File: src/rtl/pt_walker_pkg.sv
package pt_walker_pkg;
  localparam int unsigned VA_W        = 32;
  localparam int unsigned SECT_SH     = 20;
  localparam int unsigned LARGE_SH    = 16;
  localparam int unsigned SMALL_SH    = 12;
  localparam int unsigned PTE_SH      = 2;
  localparam int unsigned L1_BASE_SH  = PTE_SH + VA_W - SECT_SH;
  localparam int unsigned L2_BASE_SH  = PTE_SH + SECT_SH - SMALL_SH;

  typedef enum logic [1:0] {
    SZ_NONE  = 2'b00,
    SZ_SMALL = 2'b01,
    SZ_LARGE = 2'b10,
    SZ_SECT  = 2'b11
  } pg_size_e;

  typedef enum logic [1:0] {
    L1_FAULT = 2'b00,
    L1_SECT  = 2'b01,
    L1_TABLE = 2'b10
  } l1_kind_e;
endpackage

File: src/rtl/pt_l1_decode.sv
module pt_l1_decode
  import pt_walker_pkg::*;
(
  input  logic [VA_W-1:0] desc_i,
  input  logic [VA_W-1:0] va_i,
  output l1_kind_e        kind_o,
  output logic [VA_W-1:0] pa_o,
  output logic [VA_W-1:0] l2_addr_o
);
  always_comb begin
    unique case (desc_i[1:0])
      2'b10:   kind_o = L1_SECT;
      2'b01:   kind_o = L1_TABLE;
      default: kind_o = L1_FAULT;
    endcase
  end

  assign pa_o      = {desc_i[VA_W-1:SECT_SH], va_i[SECT_SH-1:0]};
  assign l2_addr_o = {desc_i[VA_W-1:L2_BASE_SH], va_i[SECT_SH-1:SMALL_SH], {PTE_SH{1'b0}}};
endmodule

File: src/rtl/pt_l2_decode.sv
module pt_l2_decode
  import pt_walker_pkg::*;
(
  input  logic [VA_W-1:0] desc_i,
  input  logic [VA_W-1:0] va_i,
  output logic            fault_o,
  output pg_size_e        size_o,
  output logic [VA_W-1:0] pa_o
);
  always_comb begin
    fault_o = 1'b0;
    size_o  = SZ_NONE;
    pa_o    = '0;
    if (desc_i[1]) begin
      size_o = SZ_SMALL;
      pa_o   = {desc_i[VA_W-1:SMALL_SH], va_i[SMALL_SH-1:0]};
    end else if (desc_i[0]) begin
      size_o = SZ_LARGE;
      pa_o   = {desc_i[VA_W-1:LARGE_SH], va_i[LARGE_SH-1:0]};
    end else begin
      fault_o = 1'b1;
    end
  end
endmodule

File: src/rtl/pt_walk_ctrl.sv
module pt_walk_ctrl
  import pt_walker_pkg::*;
(
  input  logic            clk_i,
  input  logic            rst_ni,
  input  logic            req_valid_i,
  input  logic [VA_W-1:0] req_va_i,
  input  logic [VA_W-1:0] req_base_i,
  output logic            busy_o,
  output logic            done_o,
  output logic            mem_req_o,
  output logic [VA_W-1:0] mem_addr_o,
  input  logic            mem_rvalid_i,
  output logic [VA_W-1:0] va_o,
  input  l1_kind_e        l1_kind_i,
  input  logic [VA_W-1:0] l1_pa_i,
  input  logic [VA_W-1:0] l1_l2_addr_i,
  input  logic            l2_fault_i,
  input  pg_size_e        l2_size_i,
  input  logic [VA_W-1:0] l2_pa_i,
  output logic            fault_o,
  output logic            fault_lvl_o,
  output pg_size_e        size_o,
  output logic [VA_W-1:0] pa_o,
  output logic [VA_W-1:0] fault_va_o
);
  typedef enum logic [2:0] {
    ST_IDLE, ST_L1_REQ, ST_L1_WAIT, ST_L2_REQ, ST_L2_WAIT, ST_DONE
  } walk_st_e;

  walk_st_e        state_q, state_d;
  logic [VA_W-1:0] va_q, base_q, l2_addr_q;
  logic            res_ld, res_fault, res_lvl;
  pg_size_e        res_size;
  logic [VA_W-1:0] res_pa;

  always_comb begin
    state_d   = state_q;
    res_ld    = 1'b0;
    res_fault = 1'b0;
    res_lvl   = 1'b0;
    res_size  = SZ_NONE;
    res_pa    = '0;
    unique case (state_q)
      ST_IDLE:   if (req_valid_i) state_d = ST_L1_REQ;
      ST_L1_REQ: state_d = ST_L1_WAIT;
      ST_L1_WAIT: if (mem_rvalid_i) begin
        if (l1_kind_i == L1_TABLE) begin
          state_d = ST_L2_REQ;
        end else begin
          state_d   = ST_DONE;
          res_ld    = 1'b1;
          res_fault = (l1_kind_i == L1_FAULT);
          res_size  = res_fault ? SZ_NONE : SZ_SECT;
          res_pa    = res_fault ? '0 : l1_pa_i;
        end
      end
      ST_L2_REQ: state_d = ST_L2_WAIT;
      ST_L2_WAIT: if (mem_rvalid_i) begin
        state_d   = ST_DONE;
        res_ld    = 1'b1;
        res_lvl   = 1'b1;
        res_fault = l2_fault_i;
        res_size  = l2_size_i;
        res_pa    = l2_pa_i;
      end
      ST_DONE:   state_d = ST_IDLE;
      default:   state_d = ST_IDLE;
    endcase
  end

  always_ff @(posedge clk_i or negedge rst_ni) begin
    if (!rst_ni) begin
      state_q     <= ST_IDLE;
      va_q        <= '0;
      base_q      <= '0;
      l2_addr_q   <= '0;
      fault_o     <= 1'b0;
      fault_lvl_o <= 1'b0;
      size_o      <= SZ_NONE;
      pa_o        <= '0;
      fault_va_o  <= '0;
    end else begin
      state_q <= state_d;
      if (state_q == ST_IDLE && req_valid_i) begin
        va_q   <= req_va_i;
        base_q <= req_base_i;
      end
      if (state_q == ST_L1_WAIT && mem_rvalid_i && l1_kind_i == L1_TABLE)
        l2_addr_q <= l1_l2_addr_i;
      if (res_ld) begin
        fault_o     <= res_fault;
        fault_lvl_o <= res_fault & res_lvl;
        size_o      <= res_size;
        pa_o        <= res_pa;
        fault_va_o  <= res_fault ? va_q : '0;
      end
    end
  end

  assign busy_o     = (state_q != ST_IDLE);
  assign done_o     = (state_q == ST_DONE);
  assign mem_req_o  = (state_q == ST_L1_REQ) || (state_q == ST_L2_REQ);
  assign mem_addr_o = (state_q == ST_L2_REQ) ? l2_addr_q
                    : {base_q[VA_W-1:L1_BASE_SH], va_q[VA_W-1:SECT_SH], {PTE_SH{1'b0}}};
  assign va_o       = va_q;
endmodule

File: src/rtl/pt_walker.sv
module pt_walker
  import pt_walker_pkg::*;
(
  input  logic        clk_i,
  input  logic        rst_ni,
  input  logic        req_valid_i,
  input  logic [31:0] req_va_i,
  input  logic [31:0] req_base_i,
  output logic        busy_o,
  output logic        mem_req_o,
  output logic [31:0] mem_addr_o,
  input  logic        mem_rvalid_i,
  input  logic [31:0] mem_rdata_i,
  output logic        done_o,
  output logic        fault_o,
  output logic        fault_level_o,
  output logic [1:0]  size_o,
  output logic [31:0] pa_o,
  output logic [31:0] fault_va_o
);
  logic [VA_W-1:0] va_w, l1_pa_w, l1_l2_addr_w, l2_pa_w;
  l1_kind_e        l1_kind_w;
  logic            l2_fault_w;
  pg_size_e        l2_size_w, size_w;

  pt_l1_decode u_l1 (
    .desc_i    (mem_rdata_i),
    .va_i      (va_w),
    .kind_o    (l1_kind_w),
    .pa_o      (l1_pa_w),
    .l2_addr_o (l1_l2_addr_w)
  );

  pt_l2_decode u_l2 (
    .desc_i  (mem_rdata_i),
    .va_i    (va_w),
    .fault_o (l2_fault_w),
    .size_o  (l2_size_w),
    .pa_o    (l2_pa_w)
  );

  pt_walk_ctrl u_ctrl (
    .clk_i        (clk_i),
    .rst_ni       (rst_ni),
    .req_valid_i  (req_valid_i),
    .req_va_i     (req_va_i),
    .req_base_i   (req_base_i),
    .busy_o       (busy_o),
    .done_o       (done_o),
    .mem_req_o    (mem_req_o),
    .mem_addr_o   (mem_addr_o),
    .mem_rvalid_i (mem_rvalid_i),
    .va_o         (va_w),
    .l1_kind_i    (l1_kind_w),
    .l1_pa_i      (l1_pa_w),
    .l1_l2_addr_i (l1_l2_addr_w),
    .l2_fault_i   (l2_fault_w),
    .l2_size_i    (l2_size_w),
    .l2_pa_i      (l2_pa_w),
    .fault_o      (fault_o),
    .fault_lvl_o  (fault_level_o),
    .size_o       (size_w),
    .pa_o         (pa_o),
    .fault_va_o   (fault_va_o)
  );

  assign size_o = size_w;
endmodule

File: config.mk
export PLATFORM = sky130hd
export DESIGN_NAME = pt_walker
export DESIGN_NICKNAME = d
export VERILOG_FILES = /design/src/rtl/pt_walker_pkg.sv /design/src/rtl/pt_l1_decode.sv /design/src/rtl/pt_l2_decode.sv /design/src/rtl/pt_walk_ctrl.sv /design/src/rtl/pt_walker.sv
export SDC_FILE = /design/constraint.sdc
export NUM_CORES = 1
export LEC_CHECK = 0
export ABC_AREA = 0
export BUFFER_PORTS_ARGS = -buffer_cell sky130_fd_sc_hd__buf_4
export CAP_MARGIN = 25
export CORE_MARGIN = 2
export CORE_UTILIZATION = 51
export DETAILED_ROUTE_END_ITERATION = 8
export HOLD_SLACK_MARGIN = 0.08
export PLACE_DENSITY = 0.8
export SYNTH_ARGS = -nofsm -noshare
export SYNTH_HDL_FRONTEND = slang
export SYNTH_SLANG_ARGS = --single-unit
export TNS_END_PERCENT = 50
File: constraint.sdc
create_clock -name clk_i -period 1.9 [get_ports clk_i]
set_clock_uncertainty 0.1 [all_clocks]
set_input_delay 0.38 -clock clk_i [delete_from_list [all_inputs] [get_ports clk_i]]
set_output_delay 0.38 -clock clk_i [all_outputs]
set_load 0.02 [all_outputs]
==> metrics, run 1 <==
end of the critical path=mem_addr_o[16]; Area Growth Syn to Fin=60.3%; Synth async-reset ratio=100%; Diodes inserted=0; Pleak=0.00491 µW; final wirelength=21000 µm; predominant post-synthesis flop cell=dfrtp_1; crit path from=u_ctrl.state_q[2]; cell count after synthesis=470; Pre-antenna DRT Iters=5; Final Wtd Congestion=0.805; number of global-route vias before repair=5407; pin count of the biggest net entering global routing=51; Num CTS Buffers=17; Post-DRT Antenna Nets=0; Synth area leaders=dfrtp_1, mux2_1, a22o_1, nand2_1, o21ai_1; nets=859; Sink Count=151; Wirelength per Cell=23.0 µm; period utilisation layout=119%; Worst Path Arrival=1.79 ns; Worst setup SP type=flip-flop; Final min period=2.27 ns; violated checks=setup timing; CTS tree=built; worst r2r src=u_ctrl.state_q[2]; Final Hold Fails=0; status=complete, but fails checks; FF+latch count, synth=151; detailed placer's ending HPWL=10400 µm; gr usage total=29.3%; core area=12000 µm²; drc violations=0; IO Pins=203; gr ovfl total=0; first-pass GRT wire length=29000 µm; die width=115 µm; count of flip-flops with a built-in enable after synthesis=0; die area=13200 µm²; Post-DP Area=7940 µm²; # H-tree levels=4; Port Buffers=178; FMAX=441 MHz; Layout fillers=563; Iter 0 DRT Violations=332; Setup CP Type=reg2out; Clock transition at path regs=0.06 ns; Yosys Warn Count=0; Clock Root Buffer=clkbuf_16; share of cells above drive strength 1=44.1%; Max rail drop VDD=0.000992 V; worst path required time=1.42 ns; Crit. End Element=output pin; Seq/Total Area, Yosys=60.0%; flop2flop setup slack=-0.23 ns; cells on worst reg2reg path=9; initial antenna violation count=0; RSZ-0062 raised after global routing=true; worst skew pair latency=0.43 ns; DR vias/cell=5.67; initial cell density of the core=52.4%; share of the synthesized area in the top cell type=60.0%; Slew Limit Fails=0; Yosys top cell by area=dfrtp_1; clock buffer depth=2; Setup TNS Final=-20.87 ns; Worst Hold Class=in2reg; post-route cell area=10100 µm²; post-synthesis cell area=6290 µm²; reg-to-reg endpoint=u_ctrl.fault_va_o[21]; pwr dens=1620 nW/µm²; Avg Inst Size Synth=13.4 µm²; Yosys cell types=37; Die Ht=115 µm; Rows=40; Worst Path Max Fanout=7; Via Count=5196; final setup fails=139; max-cap violation count=0; fin util=84.0%; setup ws final=-0.367 ns
==> metrics by stage <==
stage               power [µW]  hold WS [ns]  setup slack [ns]  instances
finish                   16400        0.0710            -0.367        916
global route             17000        0.0710            -0.399        916
CTS                      15500        0.0800            -0.338        901
detailed placement       11000         0.230            -0.157        790
global placement         10700         0.225           -0.0952        790
floorplan                 8520       -0.0156             0.113        471
==> layout by cell type, fill, tap and decap left out, types with 4 or more instances in the layout <==
cell / synthesis / final
a21oi_1: 4 / 4
dfrtp_1: 151 / 148
nand2_1: 52 / 47
a221oi_2: 0 / 6
mux2_1: 110 / 78
clkinv_2: 0 / 6
buf_6: 1 / 42
buf_12: 0 / 14
o21ai_1: 26 / 24
dlygate4sd3_1: 0 / 57
a22o_1: 34 / 34
nor2_1: 19 / 19
inv_1: 4 / 4
mux2_4: 0 / 27
buf_16: 0 / 5
clkbuf_16: 0 / 22
nand2_2: 0 / 5
buf_4: 2 / 170
mux2_2: 0 / 5
==> report_power, final <==
group          switching [µW]  internal [µW]
clock                    1370           1960
combinational            3510           3920
sequential               1040           4580
==> layer usage <==
metal / global-route usage [%] / vias up / part of all wire, %
li1: - / 2254 / -
met1: 35.3 / 2631 / 38
met2: 49.7 / 260 / 52
met3: 7.91 / 51 / 7.6
met4: 12.4 / 0 / 2.7
met5: 0 / - / 0
==> worst max-delay path, cell delays in order, from the launching register on <==
cell and delay (ns):
dfrtp_2 0.43, inv_4 0.07, nand3_4 0.16, clkbuf_16 0.24, mux2_4 0.32, buf_6 0.13
==> cell usage after synthesis (2+ instances only) <==
cell	n
buf_4	2
nor2_1	19
a22o_1	34
ha_1	3
dfrtp_1	151
nor2b_1	3
buf_8	3
nor3b_2	2
inv_1	4
o21ai_1	26
nand2_1	52
a221oi_1	8
and4bb_1	2
a21oi_1	4
a21o_1	2
clkbuf_1	4
mux2_1	110
buf_2	22
==> repair_timing <==
action	CTS	global route
endpoints found under the setup margin	90	148
gates resized for setup	79	42
hold buffers	57	0
endpoints found under the hold margin	96	0
buffers inserted	15	11
gates cloned	8	5
pin swaps	13	13
==> registers in the layout (all words and copies together) (netlist names) <==
signal              flops
u_ctrl.fault_o          1
u_ctrl.size_o           2
u_ctrl.pa_o            32
u_ctrl.state_q          3
u_ctrl.fault_lvl_o      1
u_ctrl.fault_va_o      32
u_ctrl.base_q          18
u_ctrl.l2_addr_q       30
u_ctrl.va_o            32
==> cell families after synthesis <==
group                    after synthesis  synth area share, %
AO/OA/AOI/OAI                         78                 9.12
adder cells (fa/ha/maj)                3                0.596
buffers and inverters                 37                 3.42
flip-flops                           151                 60.0
multiplexers                         112                 20.1
other                                  1               0.0596
AND/OR/NAND/NOR                       88                 6.72
==> area by class of cell <==
cell class                      count  area (µm²)  area share (%)
Clock buffer                       19         443            4.39
Clock inverter                     13         131            1.30
Inverter                            5        21.3           0.211
Multi-Input combinational cell    285        2600            25.8
Sequential cell                   151        3780            37.5
Tap cell                          147         184            1.82
Timing Repair Buffer              296        2930            29.0
==> how the worst min path moves through the flow <==
stage                         from                 to  depth (start not counted)
detailed placement          rst_ni     u_ctrl.fault_o                          1
global route        req_base_i[16]  u_ctrl.base_q[16]                          2
global placement            rst_ni     u_ctrl.fault_o                          1
finish              req_base_i[16]  u_ctrl.base_q[16]                          2
floorplan                   rst_ni  u_ctrl.base_q[14]                          0
CTS                 req_base_i[16]  u_ctrl.base_q[16]                          2
(Power assumes the default switching activity.)
==> run 2: changes to the inputs <==
PLACE_DENSITY = default   (was 0.8)
PLACE_DENSITY_LB_ADDON = 0.2   (was default)
==> run 2 against run 1 <==
  * The flow still finishes with violations (setup timing)
  * Worst hold slack better by 0.017 ns
  * Final cell count fell by 1.5%
  * Global-route usage shrank 1.5 points
  * Combinational power decreased by 1%
  * Sequential share of layout area up 0.96 points
  * First-iteration DRC count decreased by 25%
  * Register-to-register slack gained 0.12 ns
  * Largest cell class unchanged
  * Highest routed layer unchanged
==> metrics, run 2 (synthesis gave the netlist of run 1 again) <==
Area Growth Syn to Fin=56.2%; # H-tree levels=4; Num CTS Buffers=17; CP cell instances=inv_2, nand3_4, buf_12, buf_16, mux2_4, buf_6; pwr dens=1610 nW/µm²; FMAX=440 MHz; Final Hold Fails=0; Final Wtd Congestion=0.842; Sink Count=151; DR vias/cell=5.48; CP bufs+invs=4; Die Ht=115 µm; Hold Path Sink=u_ctrl.va_o[0]; final wirelength=18900 µm; Clock Root Buffer=clkbuf_16; setup ws final=-0.371 ns; hold path start=req_va_i[0]; Final min period=2.27 ns; Rows=40; core area=12000 µm²; number of global-route vias before repair=5256; Worst Path Max Fanout=6; initial antenna violation count=0; Layout fillers=695; Diodes inserted=0; IO Pins=203; initial cell density of the core=52.4%; worst-margin pin slew=0.552 ns; CTS tree=built; Worst Path Arrival=1.79 ns; cells on worst reg2reg path=7; Worst Hold Class=in2reg; Post-DRT Antenna Nets=0; Clock transition at path regs=0.06 ns; pin count of the biggest net entering global routing=48; Via Count=4944; final setup fails=78; Pre-antenna DRT Iters=4; die area=13200 µm²; gr usage total=27.8%; hold depth=2; Worst setup SP type=flip-flop; drc violations=0; RSZ-0062 raised after global routing=true; Wirelength per Cell=20.9 µm; flop2flop setup slack=-0.11 ns; clock buffer depth=2; most frequent cells in the layout=buf_4, dfrtp_1, mux2_4, dlygate4sd3_1, nand2_1; reg-to-reg endpoint=u_ctrl.va_o[14]; worst skew pair latency=0.42 ns; slowest CP cell=dfrtp_1; violated checks=setup timing; Port Buffers=178; Max rail drop VDD=0.000904 V; slowest stage delay, CP=0.41 ns; fin util=81.9%; critical path's top delay family=buffers and inverters; Setup TNS Final=-12.90 ns; share of cells above drive strength 1=45.2%; worst path required time=1.42 ns; commonest non-fill, non-tap cell in the layout=buf_4; worst r2r src=u_ctrl.state_q[2]; max-cap violation count=0; status=complete, but fails checks; detailed placer's ending HPWL=10700 µm; nets=846; Iter 0 DRT Violations=248; Slew HR=63.2%; die width=115 µm; first-pass GRT wire length=27500 µm; Pleak=0.00487 µW; gr ovfl total=0; Crit. End Element=output pin; period utilisation layout=120%; Setup CP Type=reg2out; Slew Limit Fails=0
run 2: worst reg2reg max path, delay by kind of cell, from the launching register on:
family / cells / cell delay [ns]
AND/OR/NAND/NOR: 2 / 0.38
flip-flops: 1 / 0.41
buffers and inverters: 4 / 0.66
multiplexers: 1 / 0.34
run 2: what timing repair did:
action / in CTS / in global routing
hold buffers: 60 / 0
pin swaps: 25 / 4
resized for setup: 77 / 53
endpoints found under the setup margin: 57 / 140
cloned: 3 / 4
setup buffers: 7 / 5
endpoints found under the hold margin: 100 / 0
run 2: worst max path at each step:
stage	startpoint	cells past startpoint	slack, ns	endpoint
after floorplan	u_ctrl.state_q[1]	4	0.11	mem_addr_o[10]
after global placement	mem_rdata_i[0]	6	-0.10	u_ctrl.fault_va_o[0]
after detailed placement	mem_rdata_i[0]	6	-0.15	u_ctrl.fault_va_o[23]
after CTS	u_ctrl.state_q[2]	6	-0.34	mem_addr_o[24]
after global routing	u_ctrl.state_q[2]	6	-0.40	mem_addr_o[18]
final	u_ctrl.state_q[2]	6	-0.37	mem_addr_o[18]
run 2: metal layers:
layer / global-route usage, % / wire length [µm]
met4: 11.6 / 552
met5: 0 / 0
met3: 7.85 / 1060
met1: 33.6 / 7600
met2: 46.9 / 9680
run 2: layout make-up:
| type | count | area (µm²) | area share, % |
|---|---|---|---|
| Clock inverter | 9 | 55.1 | 0.560 |
| Clock buffer | 22 | 454 | 4.62 |
| Sequential cell | 151 | 3780 | 38.4 |
| Multi-Input combinational cell | 284 | 2650 | 26.9 |
| Tap cell | 147 | 184 | 1.87 |
| Timing Repair Buffer | 284 | 2700 | 27.4 |
| Inverter | 5 | 18.8 | 0.191 |
run 2: report_power, final:
group / total (µW) / internal, µW / switching (µW)
sequential: 5560 / 4580 / 984
combinational: 7340 / 4030 / 3300
clock: 2950 / 1680 / 1260
run 2: per-stage QoR:
stage                     cells  cell area, µm²  power (µW)  hold slack (ns)  setup WS, ns
after floorplan             471            6300        8520          -0.0156         0.113
after global placement      793            7970       10700            0.249        -0.100
after detailed placement    793            7970       11000            0.259        -0.147
after CTS                   894            9510       15000           0.0800        -0.343
after global routing        902            9830       16600           0.0808        -0.402
final                       902            9830       15800           0.0878        -0.371
